<file path="src/rtl/ccf_pkg.sv">
package ccf_pkg;
  localparam int ENTRY_W   = 16;
  localparam int VALID_BIT = 15;
  localparam int REJ_BIT   = 14;

  typedef struct packed {
    logic bufWr;
    logic bufClose;
    logic capture;
  } ccfStrobes_t;
endpackage

</file>
<file path="src/rtl/ccfDatapath.sv">
module ccfDatapath
  import ccf_pkg::*;
#(
  parameter int DATA_W      = 8,
  parameter int NUM_ENTRIES = 8,
  parameter int ADDR_W      = 4
) (
  input  logic                   clk,
  input  logic                   rstN,
  input  logic                   cfgWrEn,
  input  logic [ADDR_W-1:0]      cfgAddr,
  input  logic [ENTRY_W-1:0]     cfgWrData,
  input  logic [DATA_W-1:0]      rxData,
  input  ccfStrobes_t            strb,
  output logic [NUM_ENTRIES-1:0] hitVec,
  output logic [NUM_ENTRIES-1:0] rejVec,
  output logic                   bufWrEn,
  output logic [DATA_W-1:0]      bufWrData,
  output logic                   bufClose,
  output logic [DATA_W-1:0]      holdChar
);
  localparam logic [ADDR_W-1:0] MASK_ADDR = ADDR_W'(NUM_ENTRIES);

  logic [DATA_W-1:0] maskQ;
  logic              unusedBits;
  assign unusedBits = ^cfgWrData[REJ_BIT-1:DATA_W];

  always_ff @(posedge clk or negedge rstN) begin
    if (!rstN) maskQ <= '1;
    else if (cfgWrEn && cfgAddr == MASK_ADDR) maskQ <= cfgWrData[DATA_W-1:0];
  end

  for (genvar g = 0; g < NUM_ENTRIES; g++) begin : gEntry
    logic              validQ;
    logic              rejQ;
    logic [DATA_W-1:0] charQ;
    always_ff @(posedge clk or negedge rstN) begin
      if (!rstN) begin
        validQ <= 1'b0;
        rejQ   <= 1'b0;
        charQ  <= '0;
      end else if (cfgWrEn && cfgAddr == ADDR_W'(g)) begin
        validQ <= cfgWrData[VALID_BIT];
        rejQ   <= cfgWrData[REJ_BIT];
        charQ  <= cfgWrData[DATA_W-1:0];
      end
    end
    assign hitVec[g] = validQ && (((charQ ^ rxData) & maskQ) == '0);
    assign rejVec[g] = rejQ;
  end

  always_ff @(posedge clk or negedge rstN) begin
    if (!rstN) begin
      bufWrEn   <= 1'b0;
      bufClose  <= 1'b0;
      bufWrData <= '0;
      holdChar  <= '0;
    end else begin
      bufWrEn  <= strb.bufWr;
      bufClose <= strb.bufClose;
      if (strb.bufWr)   bufWrData <= rxData;
      if (strb.capture) holdChar  <= rxData;
    end
  end
endmodule

</file>
<file path="src/rtl/ccfCtrl.sv">
module ccfCtrl
  import ccf_pkg::*;
#(
  parameter int NUM_ENTRIES = 8,
  parameter int ADDR_W      = 4
) (
  input  logic                   clk,
  input  logic                   rstN,
  input  logic                   rxValid,
  input  logic [NUM_ENTRIES-1:0] hitVec,
  input  logic [NUM_ENTRIES-1:0] rejVec,
  input  logic                   cfgWrEn,
  input  logic [ADDR_W-1:0]      cfgAddr,
  input  logic [1:0]             cfgBits,
  input  logic                   holdRead,
  output ccfStrobes_t            strb,
  output logic                   holdFull,
  output logic                   evtFlag,
  output logic                   overrun,
  output logic                   irq
);
  localparam logic [ADDR_W-1:0] EN_ADDR  = ADDR_W'(NUM_ENTRIES + 1);
  localparam logic [ADDR_W-1:0] CLR_ADDR = ADDR_W'(NUM_ENTRIES + 2);

  logic found, isRej, intEn;

  always_comb begin
    found = 1'b0;
    isRej = 1'b0;
    for (int i = 0; i < NUM_ENTRIES; i++) begin
      if (!found && hitVec[i]) begin
        found = 1'b1;
        isRej = rejVec[i];
      end
    end
    strb.bufWr    = rxValid && !(found && isRej);
    strb.bufClose = rxValid && found && !isRej;
    strb.capture  = rxValid && found && isRej;
  end

  logic clrEvt, clrOvr;
  assign clrEvt = cfgWrEn && cfgAddr == CLR_ADDR && cfgBits[0];
  assign clrOvr = cfgWrEn && cfgAddr == CLR_ADDR && cfgBits[1];

  always_ff @(posedge clk or negedge rstN) begin
    if (!rstN) begin
      intEn    <= 1'b0;
      holdFull <= 1'b0;
      evtFlag  <= 1'b0;
      overrun  <= 1'b0;
    end else begin
      if (cfgWrEn && cfgAddr == EN_ADDR) intEn <= cfgBits[0];
      if (strb.capture)  holdFull <= 1'b1;
      else if (holdRead) holdFull <= 1'b0;
      if (strb.capture)  evtFlag <= 1'b1;
      else if (clrEvt)   evtFlag <= 1'b0;
      if (strb.capture && holdFull && !holdRead) overrun <= 1'b1;
      else if (clrOvr)                           overrun <= 1'b0;
    end
  end

  assign irq = evtFlag && intEn;
endmodule

</file>
<file path="src/rtl/ctrlCharFilter.sv">
module ctrlCharFilter
  import ccf_pkg::*;
#(
  parameter int DATA_W      = 8,
  parameter int NUM_ENTRIES = 8,
  parameter int ADDR_W      = 4
) (
  input  logic               clk,
  input  logic               rstN,
  input  logic               rxValid,
  input  logic [DATA_W-1:0]  rxData,
  input  logic               cfgWrEn,
  input  logic [ADDR_W-1:0]  cfgAddr,
  input  logic [ENTRY_W-1:0] cfgWrData,
  input  logic               holdRead,
  output logic               bufWrEn,
  output logic [DATA_W-1:0]  bufWrData,
  output logic               bufClose,
  output logic [DATA_W-1:0]  holdChar,
  output logic               holdFull,
  output logic               evtFlag,
  output logic               overrun,
  output logic               irq
);
  ccfStrobes_t            strb;
  logic [NUM_ENTRIES-1:0] hitVec, rejVec;

  ccfDatapath #(.DATA_W(DATA_W), .NUM_ENTRIES(NUM_ENTRIES), .ADDR_W(ADDR_W)) i_dp (
    .clk(clk), .rstN(rstN), .cfgWrEn(cfgWrEn), .cfgAddr(cfgAddr),
    .cfgWrData(cfgWrData), .rxData(rxData), .strb(strb),
    .hitVec(hitVec), .rejVec(rejVec), .bufWrEn(bufWrEn),
    .bufWrData(bufWrData), .bufClose(bufClose), .holdChar(holdChar)
  );

  ccfCtrl #(.NUM_ENTRIES(NUM_ENTRIES), .ADDR_W(ADDR_W)) i_ctrl (
    .clk(clk), .rstN(rstN), .rxValid(rxValid), .hitVec(hitVec),
    .rejVec(rejVec), .cfgWrEn(cfgWrEn), .cfgAddr(cfgAddr),
    .cfgBits(cfgWrData[1:0]), .holdRead(holdRead), .strb(strb),
    .holdFull(holdFull), .evtFlag(evtFlag), .overrun(overrun), .irq(irq)
  );
endmodule

</file>
<file path="config.mk">
export PLATFORM = sky130hd
export DESIGN_NAME = ctrlCharFilter
export DESIGN_NICKNAME = d
export VERILOG_FILES = /design/src/rtl/ccf_pkg.sv /design/src/rtl/ccfDatapath.sv /design/src/rtl/ccfCtrl.sv /design/src/rtl/ctrlCharFilter.sv
export SDC_FILE = /design/constraint.sdc
export NUM_CORES = 1
export LEC_CHECK = 0
export BUFFER_PORTS_ARGS = -buffer_cell sky130_fd_sc_hd__buf_2
export CORE_ASPECT_RATIO = 1.4
export CORE_MARGIN = 1.5
export CORE_UTILIZATION = 45
export DETAILED_ROUTE_END_ITERATION = 12
export PLACE_DENSITY = 0.73
export SLEW_MARGIN = 20
export SYNTH_ARGS = -nofsm -noshare
export SYNTH_HDL_FRONTEND = slang
export SYNTH_SLANG_ARGS = --single-unit
</file>
<file path="constraint.sdc">
create_clock -name clk -period 3.1 [get_ports clk]
set_input_delay 0.93 -clock clk [delete_from_list [all_inputs] [get_ports clk]]
set_output_delay 0.93 -clock clk [all_outputs]
set_load 0.1 [all_outputs]
</file>
==> summary.txt, run 1 <==
Status
  • Outcome: finished, violations left
  • Failing checks: setup timing

Finish
  • Most frequent cells in the layout: 102 x dfrtp_1, 87 x mux2_2, 64 x xor2_1
  • N_diodes: 0
  • P&R area growth vs syn: 16.1%
  • Finished Cell Area: 6210 um^2
  • Layout Cells excl Fill: 625
  • Post-Route Utilization: 54.2%
  • Most common cell after layout, fill and taps aside: dfrtp_1
  • Share of cells above drive strength 1: 44.7%
  • Nets: 509

Detailed routing
  • Final wirelength: 12300 um
  • Vias post-DR: 3500
  • Wire length per cell: 19.7 um
  • DR iter-0 viols: 200
  • Post-route ant nets: 0
  • Initial DRT Pass Iterations: 4
  • Drt via density: 5.60
  • Drt drc: 0

Power and ir drop
  • Cell Pwr Density: 926 nW/um^2
  • Peak VDD IR: 0.579 mV
  • Leak: 2.87 nW

Worst setup path
  • Critical R2R Launch: i_dp.gEntry[3].charQ[2]
  • Critical Path RT: 3.33 ns
  • CP Max Fanout: 9
  • Worst Setup End Kind: register
  • Worst Setup SP: rxData[2]
  • CP arrival: 3.36 ns
  • Startpoint types: primary input
  • Crit path kind: primary input to register

Timing
  • Tmin final: 3.13 ns
  • Slew headroom: 54.3%
  • Final worst setup slack: -0.0311 ns
  • Setup_tns: -0.264 ns
  • Fmax: 0.319 GHz
  • Slew at the pin closest to its max-slew limit: 0.685 ns
  • Period utilization: 101%
  • RSZ-0062 raised after global routing: true
  • Final hold vios: 0
  • Clock skew: 0.00945 ns
  • Setup Viol. Count Final: 14
  • Slew Viols, Final: 0

Yosys
  • Seq/Total Area, Yosys: 51.6%
  • Synth top area share: 47.7%
  • Post-synthesis register bit count: 110
  • Main synth FF type: dfrtp_1
  • YS warnings: 0
  • Unique masters post-synth: 41
  • Cell taking the most area after synthesis: dfrtp_1
  • Synthesized netlist cell count: 408
  • Async SR Flop Fraction: 100%
  • Top cells by area, synth: dfrtp_1 48%, mux2_2 18%, xor2_1 10%, mux2_4 4.2%, dfstp_2 3.9%
  • Post-synth EDFFs: 0
  • Synth Net Count: 441
  • Avg Cell Area, Syn: 13.1 um^2
  • Cell area after synthesis: 5350 um^2

Placed design
  • Port Buffers: 48
  • Cell area after placement: 5910 um^2
  • DP Wirelength: 8920 um
  • Placed cells: 607
  • Gpl congestion: 0.855

Die
  • Die X: 95.2 um
  • Vert. Die Dim: 132 um
  • I/O pin cnt: 55
  • Initial Util: 46.7%
  • Core area: 11500 um^2
  • Die area: 12600 um^2
  • Rows: 46

Worst hold path
  • Hold path startpoint: i_dp.gEntry[1].validQ
  • Worst min-delay path class: register to register

Global routing
  • Vias in the first global route: 3757
  • Gr usage total: 21.4%
  • First-pass GRT wire length: 20100 um
  • Total gr overflow: 0
  • Largest net degree at the start of global routing: 52
  • Initial antenna violation count: 0

Clock tree
  • Clock Latency Late Sink: 0.35 ns
  • Sink Count: 110
  • Hold Buf Count CTS: 0
  • Total CTS buffers: 9
  • Clock-pin slew on the worst setup and hold paths: 0.07 ns
  • Root Driver: clkbuf_16
  • CTS tree: yes
  • Max Buffers Root-to-Sink: 2
  • CTS H-tree lvls: 3

Job
  • Max-cap violations: 0
[what timing repair did]
item	4_1_cts	5_1_grt
setup endpoints to repair	16	17
buffers inserted	2	0
pin swaps	6	2
gates resized for setup	4	1
[final cells by class]
type	count	area, um^2
inverters	6	22.5
fillers	960	5240
clock inverters	4	22.5
clock buffers	12	246
repair buffers	83	538
multi-input cells	266	2440
well taps	144	180
flip-flops and latches	110	2760
[final timing paths]
kind,cells past startpoint,slack [ns],endpoint
worst max-delay path,10,-0.03,i_dp.holdChar[2]
worst min-delay path,1,0.50,i_dp.gEntry[1].validQ
worst max register to register,9,0.32,i_dp.holdChar[2]
worst min register to register,1,0.50,i_dp.gEntry[1].validQ
max in group asynchronous,2,1.72,i_dp.maskQ[7]
min in group asynchronous,1,0.60,i_dp.holdChar[2]
[kinds of logic after synthesis]
family / count (synthesis) / share of synthesized area [%]
AOI/OAI and AO/OA: 48 / 7.22
xor gates and xnor gates: 64 / 10.5
buffers and inverters: 32 / 2.95
DFF: 110 / 51.6
and+or+nand+nor: 51 / 5.03
muxes: 103 / 22.7
[power by group]
group	switching, mW	leakage (nW)	internal [mW]
Sequential	0.304	1.33	1.86
Combinational	1.66	1.41	0.871
Clock	0.490	0.132	0.564
[critical path: stages]
cell	delay, ns
buf_4	0.14
xor2_1	0.17
a222oi_1	0.42
nand4_1	0.22
o22a_1	0.27
a211oi_2	0.21
a211oi_2	0.09
a221oi_2	0.39
buf_12	0.19
mux2_4	0.31
[synth_stat cells (all sizes together), types with 5 or more instances]
cell,count
xor2,64
clkbuf,12
nand2b,6
inv,6
nand4,8
mux2,103
a222oi,5
buf,14
a22oi,19
dfrtp,102
nor2,7
dfstp,8
nand2,17
[through the flow]
step | setup WS (ns) | power, mW | hold slack (ns)
after floorplan | 0.00271 | 4.10 | 0.472
after CTS | -0.00447 | 5.79 | 0.503
after detailed placement | -0.422 | 4.70 | 0.486
after global placement | -0.386 | 4.62 | 0.467
final | -0.0311 | 5.75 | 0.503
after global routing | -0.109 | 6.01 | 0.522
[sequential cells by signal (all words and copies together), names as in the netlist, 8 cells and up]
| signal | cells |
|---|---|
| i_dp.gEntry.charQ | 64 |
| i_dp.maskQ | 8 |
| i_dp.gEntry.validQ | 8 |
| i_dp.gEntry.rejQ | 8 |
| i_dp.bufWrData | 8 |
| i_dp.holdChar | 8 |
[metal layers]
layer / share of wire [%] / routed length (um) / global-route usage, % / vias up
met1: 38 / 4730 / 24.9 / 1815
met3: 3.4 / 415 / 3.00 / 29
met4: 4.5 / 556 / 11.5 / 0
li1: - / - / - / 1580
met2: 54 / 6620 / 37.0 / 76
met5: 0 / 0 / 0 / -
Note: power is estimated with default switching activity, not from simulation.
==> run 2, diff against run 1 <==
Settings changed: GPL_ROUTABILITY_DRIVEN set to 1, RECOVER_POWER set to 100.
==> run 2 against run 1 <==
  * Worst setup slack better by 0.0098 ns
  * Sequential share of layout area rose by 0.45 points
  * Combinational power shrank 2%
  * Critical endpoint unchanged
  * First-iteration DRC count decreased by 22%
  * The run still ends with setup timing left
  * Core utilization is 0.55 points lower
  * Die area unchanged
  * Via count shrank 0.26%
  * Cell area is 1.0% lower
  * Routed wire length rose by 0.28%
  * Hold slack barely moved
  * Clock skew fell by 0.0032 ns
==> summary.txt, run 2 (synthesis gave the netlist of run 1 again) <==
Worst setup path
  • Startpoint types: primary input (unchanged)
  • Crit path kind: primary input to register (unchanged)
  • Critical Path RT: 3.33 ns (about the same)
  • CP Max Fanout: 9 (unchanged)
  • Worst Setup End Kind: register (unchanged)
  • CP arrival: 3.35 ns (was 3.36 ns)

Detailed routing
  • Post-route ant nets: 0 (unchanged)
  • Vias post-DR: 3491 (was 3500)
  • Initial DRT Pass Iterations: 4 (unchanged)
  • Wire length per cell: 19.8 um (was 19.7 um)
  • Drt drc: 0 (unchanged)
  • DR iter-0 viols: 157 (was 200)
  • Drt via density: 5.59 (was 5.60)
  • Final wirelength: 12400 um (was 12300 um)

Global routing
  • Gr usage total: 21.4% (unchanged)
  • Largest net degree at the start of global routing: 52 (unchanged)
  • Vias in the first global route: 3757 (unchanged)
  • Initial antenna violation count: 0 (unchanged)
  • First-pass GRT wire length: 20100 um (unchanged)
  • Total gr overflow: 0 (unchanged)

Clock tree
  • Clock Latency Late Sink: 0.34 ns (was 0.35 ns)
  • Clock-pin slew on the worst setup and hold paths: 0.06 ns (was 0.07 ns)
  • Hold Buf Count CTS: 0 (unchanged)
  • Total CTS buffers: 9 (unchanged)
  • Sink Count: 110 (unchanged)
  • Root Driver: clkbuf_16 (unchanged)
  • CTS H-tree lvls: 3 (unchanged)
  • CTS tree: yes (unchanged)
  • Max Buffers Root-to-Sink: 2 (unchanged)

Die
  • Core area: 11500 um^2 (unchanged)
  • Vert. Die Dim: 132 um (unchanged)
  • Die area: 12600 um^2 (unchanged)
  • Die X: 95.2 um (unchanged)
  • Rows: 46 (unchanged)
  • I/O pin cnt: 55 (unchanged)
  • Initial Util: 46.7% (unchanged)

Placed design
  • Gpl congestion: 0.855 (unchanged)
  • DP Wirelength: 8920 um (unchanged)
  • Port Buffers: 48 (unchanged)
  • Dpl ws: -0.422 ns (unchanged)

Job
  • Max-cap violations: 0 (unchanged)

Power and ir drop
  • Cell Pwr Density: 928 nW/um^2 (was 926 nW/um^2)
  • Leak: 2.77 nW (was 2.87 nW)
  • Peak VDD IR: 0.566 mV (was 0.579 mV)

Status
  • Failing checks: setup timing (unchanged)
  • Outcome: finished, violations left (unchanged)

Finish
  • Most common cell after layout, fill and taps aside: dfrtp_1 (unchanged)
  • Most frequent cells in the layout: 102 x dfrtp_1, 87 x mux2_2, 64 x xor2_1 (unchanged)
  • Max reg flops: 64 (unchanged)
  • Reg with most FFs: i_dp.gEntry.charQ (unchanged)
  • Post-Route Utilization: 53.7% (was 54.2%)
  • P&R area growth vs syn: 14.9% (was 16.1%)
  • Share of cells above drive strength 1: 38.0% (was 44.7%)
  • Nets: 509 (unchanged)
  • N_diodes: 0 (unchanged)

Timing
  • Setup Viol. Count Final: 8 (was 14)
  • Fmax: 0.320 GHz (was 0.319 GHz)
  • RSZ-0062 raised after global routing: true (unchanged)
  • Final hold vios: 0 (unchanged)
  • Final worst setup slack: -0.0213 ns (was -0.0311 ns)
  • Slew headroom: 19.9% (was 54.3%)
  • Period utilization: 101% (about the same)
  • Clock skew: 0.00620 ns (was 0.00945 ns)
  • Slew at the pin closest to its max-slew limit: 1.20 ns (was 0.685 ns)
  • Slew Viols, Final: 0 (unchanged)
  • Tmin final: 3.12 ns (was 3.13 ns)

Worst hold path
  • Worst min-delay path class: register to register (unchanged)
run 2: cell count changes in the layout (fill, tap and decap cells not counted):
| cell | before | now |
|---|---|---|
| buf_2 | 44 | 20 |
| buf_4 | 36 | 26 |
| clkbuf_1 | 2 | 34 |
| clkbuf_2 | 0 | 1 |
| clkbuf_4 | 1 | 2 |
run 2: stage by stage:
step           cells  hold WS (ns)  power (mW)  area (um^2)   TNS, ns
6_report         625         0.503        5.71         6150   -0.0945
3_5_place_dp     607         0.486        4.70         5910     -6.94
2_1_floorplan    408         0.472        4.10         5370         0
4_1_cts          625         0.503        5.79         6210  -0.00561
3_3_place_gp     607         0.467        4.62         5910     -6.27
5_1_grt          625         0.522        5.97         6150     -1.57
run 2: area by class of cell:
| type | count | area, um^2 |
|---|---|---|
| flip-flops and latches | 110 | 2760 |
| inverters | 6 | 22.5 |
| repair buffers | 83 | 475 |
| well taps | 144 | 180 |
| fillers | 980 | 5300 |
| clock buffers | 12 | 246 |
| multi-input cells | 266 | 2440 |
| clock inverters | 4 | 22.5 |
run 2: final timing paths:
check / cells past startpoint / start / end / slack, ns
setup / recovery: 10 / rxData[2] / i_dp.holdChar[2] / -0.02
max in group asynchronous: 2 / rstN / i_dp.gEntry[3].validQ / 0.63
hold reg to reg: 1 / i_dp.gEntry[1].validQ / i_dp.gEntry[1].validQ / 0.50
min in group asynchronous: 1 / rstN / i_dp.holdChar[2] / 0.83
hold / removal: 1 / i_dp.gEntry[1].validQ / i_dp.gEntry[1].validQ / 0.50
setup reg to reg: 9 / i_dp.gEntry[3].charQ[2] / i_dp.holdChar[2] / 0.33
run 2: per-layer routing:
layer | global-route usage (%) | wire [um] | up-vias
li1 | - | - | 1583
met1 | 24.9 | 4900 | 1819
met2 | 37.0 | 6650 | 61
met3 | 3.00 | 269 | 28
met4 | 11.5 | 542 | 0
met5 | 0 | 0 | -
run 2: repair_timing:
action                     4_1_cts  5_1_grt
setup buffers                    2        0
setup endpoints to repair       16       17
resized for setup                4        1
pin swaps                        6        2
run 2: report_power, final:
part / internal [mW] / total [mW] / switching, mW
Combinational: 0.826 / 2.48 / 1.66
Sequential: 1.86 / 2.17 / 0.310
Clock: 0.563 / 1.05 / 0.486
run 2: worst max-delay path, stage by stage:
cell,delay (ns)
buf_4,0.14
xor2_1,0.17
a222oi_1,0.41
nand4_1,0.23
o22a_1,0.27
a211oi_2,0.21
a211oi_2,0.09
a221oi_2,0.39
buf_12,0.19
mux2_4,0.31
==> run 3, diff against run 2 <==
Settings changed: CORE_UTILIZATION 45 to 59, PLACE_DENSITY 0.73 to 0.89.
==> run 3 against run 2 <==
  * The flow still finishes with violations (setup timing)
  * Total power rose by 2.5%
  * Core utilization rose by 18 points
  * Die area fell by 23%
  * First-iteration DRC count rose by 75%
  * Clock-buffer cell count did not move
  * Hold slack got worse by 0.0084 ns
  * Critical path depth did not move
  * Cell area rose by 1.6%
  * Cell count fell by 5.8%
  * Clock skew rose by 0.0016 ns
  * Critical path type unchanged
  * Critical endpoint is now i_dp.holdChar[7]
  * Largest cell class unchanged
  * Largest power group unchanged
  * Highest routed layer unchanged
==> summary.txt, run 3 (synthesis gave the netlist of run 1 again) <==
Power and ir drop
  • Logic gate share of total power: 43.3% (was 43.5%)
  • Leak: 2.83 nW (was 2.77 nW)
  • Peak VDD IR: 1.17 mV (was 0.566 mV)
  • Clock share of power: 19.1% (was 18.4%)
  • Internal Pwr Total: 3.31 mW (was 3.25 mW)
  • Psw: 2.54 mW (was 2.45 mW)
  • Sequential fraction of design power: 37.6% (was 38.1%)
  • Sw Ratio: 43.4% (was 43.0%)
  • Cell Pwr Density: 937 nW/um^2 (was 928 nW/um^2)
  • Total Power: 5.85 mW (was 5.71 mW)

Clock tree
  • Clock-pin slew on the worst setup and hold paths: 0.07 ns (was 0.06 ns)
  • Sink Count: 110 (unchanged)
  • Root Driver: clkbuf_16 (unchanged)
  • Total CTS buffers: 9 (unchanged)
  • CTS H-tree lvls: 3 (unchanged)
  • CTS tree: yes (unchanged)
  • Hold Buf Count CTS: 0 (unchanged)
  • Max Buffers Root-to-Sink: 2 (unchanged)
  • Clock Latency Late Sink: 0.35 ns (was 0.34 ns)

Placed design
  • Port Buffers: 48 (unchanged)
  • Gpl congestion: 0.893 (was 0.855)
  • DP Wirelength: 8850 um (was 8920 um)
  • Placed cells: 568 (was 607)
  • Cell area after placement: 5880 um^2 (was 5910 um^2)

Worst hold path
  • Worst min-delay path class: register to register (unchanged)
  • Hold path startpoint: i_dp.holdChar[7] (was i_dp.gEntry[1].validQ)

Finish
  • Max reg flops: 64 (unchanged)
  • Filler Cells Inserted: 585 (was 980)
  • P&R area growth vs syn: 16.7% (was 14.9%)
  • Layout Cells excl Fill: 589 (was 625)
  • Area of the multi-input gates: 2470 um^2 (was 2440 um^2)
  • Most common cell after layout, fill and taps aside: dfrtp_1 (unchanged)
  • Register area: 2760 um^2 (unchanged)
  • Most frequent cells in the layout: 102 x dfrtp_1, 87 x mux2_2, 62 x xor2_1 (was 102 x dfrtp_1, 87 x mux2_2, 64 x xor2_1)
  • N_diodes: 0 (unchanged)
  • Reg with most FFs: i_dp.gEntry.charQ (unchanged)
  • Finished Cell Area: 6250 um^2 (was 6150 um^2)
  • Share of cells above drive strength 1: 40.7% (was 38.0%)
  • Nets: 512 (was 509)

Die
  • Die area: 9660 um^2 (was 12600 um^2)
  • Core area: 8710 um^2 (was 11500 um^2)
  • Initial Util: 61.5% (was 46.7%)
  • Vert. Die Dim: 116 um (was 132 um)
  • Die X: 83.5 um (was 95.2 um)
  • Rows: 40 (was 46)
  • I/O pin cnt: 55 (unchanged)

Detailed routing
  • Highest routed layer: met4 (unchanged)
  • Wire length per cell: 22.3 um (was 19.8 um)
  • Met3 WL: 501 um (was 269 um)
  • Post-route ant nets: 0 (unchanged)
  • Drt via density: 6.15 (was 5.59)
  • DR iter-0 viols: 275 (was 157)
  • Met2 routed WL: 6920 um (was 6650 um)
  • Vias post-DR: 3623 (was 3491)
  • Drt drc: 0 (unchanged)
  • Initial DRT Pass Iterations: 5 (was 4)
  • Final wirelength: 13100 um (was 12400 um)
  • Wl on met1: 4960 um (was 4900 um)

Timing
  • Slew Viols, Final: 0 (unchanged)
  • Slew at the pin closest to its max-slew limit: 1.22 ns (was 1.20 ns)
  • RSZ-0062 raised after global routing: true (unchanged)
  • Slew headroom: 18.6% (was 19.9%)
  • Final hold vios: 0 (unchanged)
  • Setup Viol. Count Final: 17 (was 8)
  • Tmin final: 3.21 ns (was 3.12 ns)
  • Clock skew: 0.00778 ns (was 0.00620 ns)
  • Final worst setup slack: -0.115 ns (was -0.0213 ns)
  • Fmax: 0.311 GHz (was 0.320 GHz)
  • Period utilization: 104% (was 101%)

Job
  • Max-cap violations: 0 (unchanged)

Worst setup path
  • Critical R2R Launch: i_dp.gEntry[4].charQ[6] (was i_dp.gEntry[3].charQ[2])
  • Crit path kind: primary input to register (unchanged)
  • CP arrival: 3.45 ns (was 3.35 ns)
  • Startpoint types: primary input (unchanged)
  • Worst Setup SP: rxData[2] (unchanged)
  • Worst Setup End Kind: register (unchanged)
  • Critical Path RT: 3.34 ns (was 3.33 ns)
  • Reg2reg setup slack: 0.33 ns (about the same)
  • CP Max Fanout: 9 (unchanged)

Status
  • Outcome: finished, violations left (unchanged)
  • Failing checks: setup timing (unchanged)

Global routing
  • Vias in the first global route: 3921 (was 3757)
  • Initial antenna violation count: 0 (unchanged)
  • Largest net degree at the start of global routing: 52 (unchanged)
  • First-pass GRT wire length: 20300 um (was 20100 um)
  • Gr usage total: 27.9% (was 21.4%)
  • Total gr overflow: 0 (unchanged)
run 3: cell types whose count changed in the layout (fill, tap and decap cells not counted), sizes merged:
| cell | delta |
|---|---|
| clkbuf | -2 |
| buf | +5 |
run 3: cell type report:
type | count | area share [%]
Tap cell | 105 | 2.10
Sequential cell | 110 | 44.2
Inverter | 6 | 0.361
Timing Repair Buffer | 86 | 8.93
Clock inverter | 4 | 0.481
Multi-Input combinational cell | 266 | 39.6
Clock buffer | 12 | 4.27
run 3: final timing paths:
| check | end | cells past startpoint |
|---|---|---|
| worst max-delay path | i_dp.holdChar[7] | 10 |
| worst min-delay path | i_dp.holdChar[7] | 1 |
| worst min register to register | i_dp.holdChar[7] | 1 |
| max in group asynchronous | i_dp.gEntry[0].charQ[7] | 2 |
| worst max register to register | i_dp.holdChar[7] | 9 |
| min in group asynchronous | i_dp.holdChar[5] | 1 |
run 3: metrics by stage:
step / setup TNS (ns) / worst slack, ns / hold slack, ns / utilization (%)
3_5_place_dp: -6.38 / -0.377 / 0.481 / 67.5
2_1_floorplan: 0 / 0.00271 / 0.472 / -
4_1_cts: 0 / 0.00107 / 0.497 / 70.9
6_report: -1.55 / -0.115 / 0.494 / 71.7
5_1_grt: -2.38 / -0.163 / 0.512 / 71.7
3_3_place_gp: -5.13 / -0.311 / 0.467 / 67.5
run 3: worst max-delay path, stage by stage:
cell      delay [ns]
buf_2           0.11
buf_4           0.18
xor2_1          0.18
a222oi_1        0.47
nand4_1         0.29
o22ai_1         0.27
a211oi_2        0.14
a221oi_2        0.37
buf_12          0.19
mux2_1          0.32
run 3: power groups by stage:
stage	clock network [mW]	registers, mW	logic [mW]
after floorplan	0	3.06	1.04
after global placement	0	2.16	2.42
after detailed placement	0	2.20	2.48
after CTS	1.13	2.18	2.50
after global routing	1.18	2.25	2.65
final	1.12	2.20	2.53
run 3: what timing repair did:
action                     in CTS  in global routing
setup buffers                   0                  4
gates cloned                    0                  1
setup endpoints to repair      16                 18
pin swaps                       0                  3
hold endpoints to repair        0                  0
gates resized for setup         2                 22
run 3: layer usage:
layer	global-route usage [%]	vias up
met4	19.5	0
met1	31.6	1861
met2	49.5	127
met3	3.35	45
met5	0	-
li1	-	1590
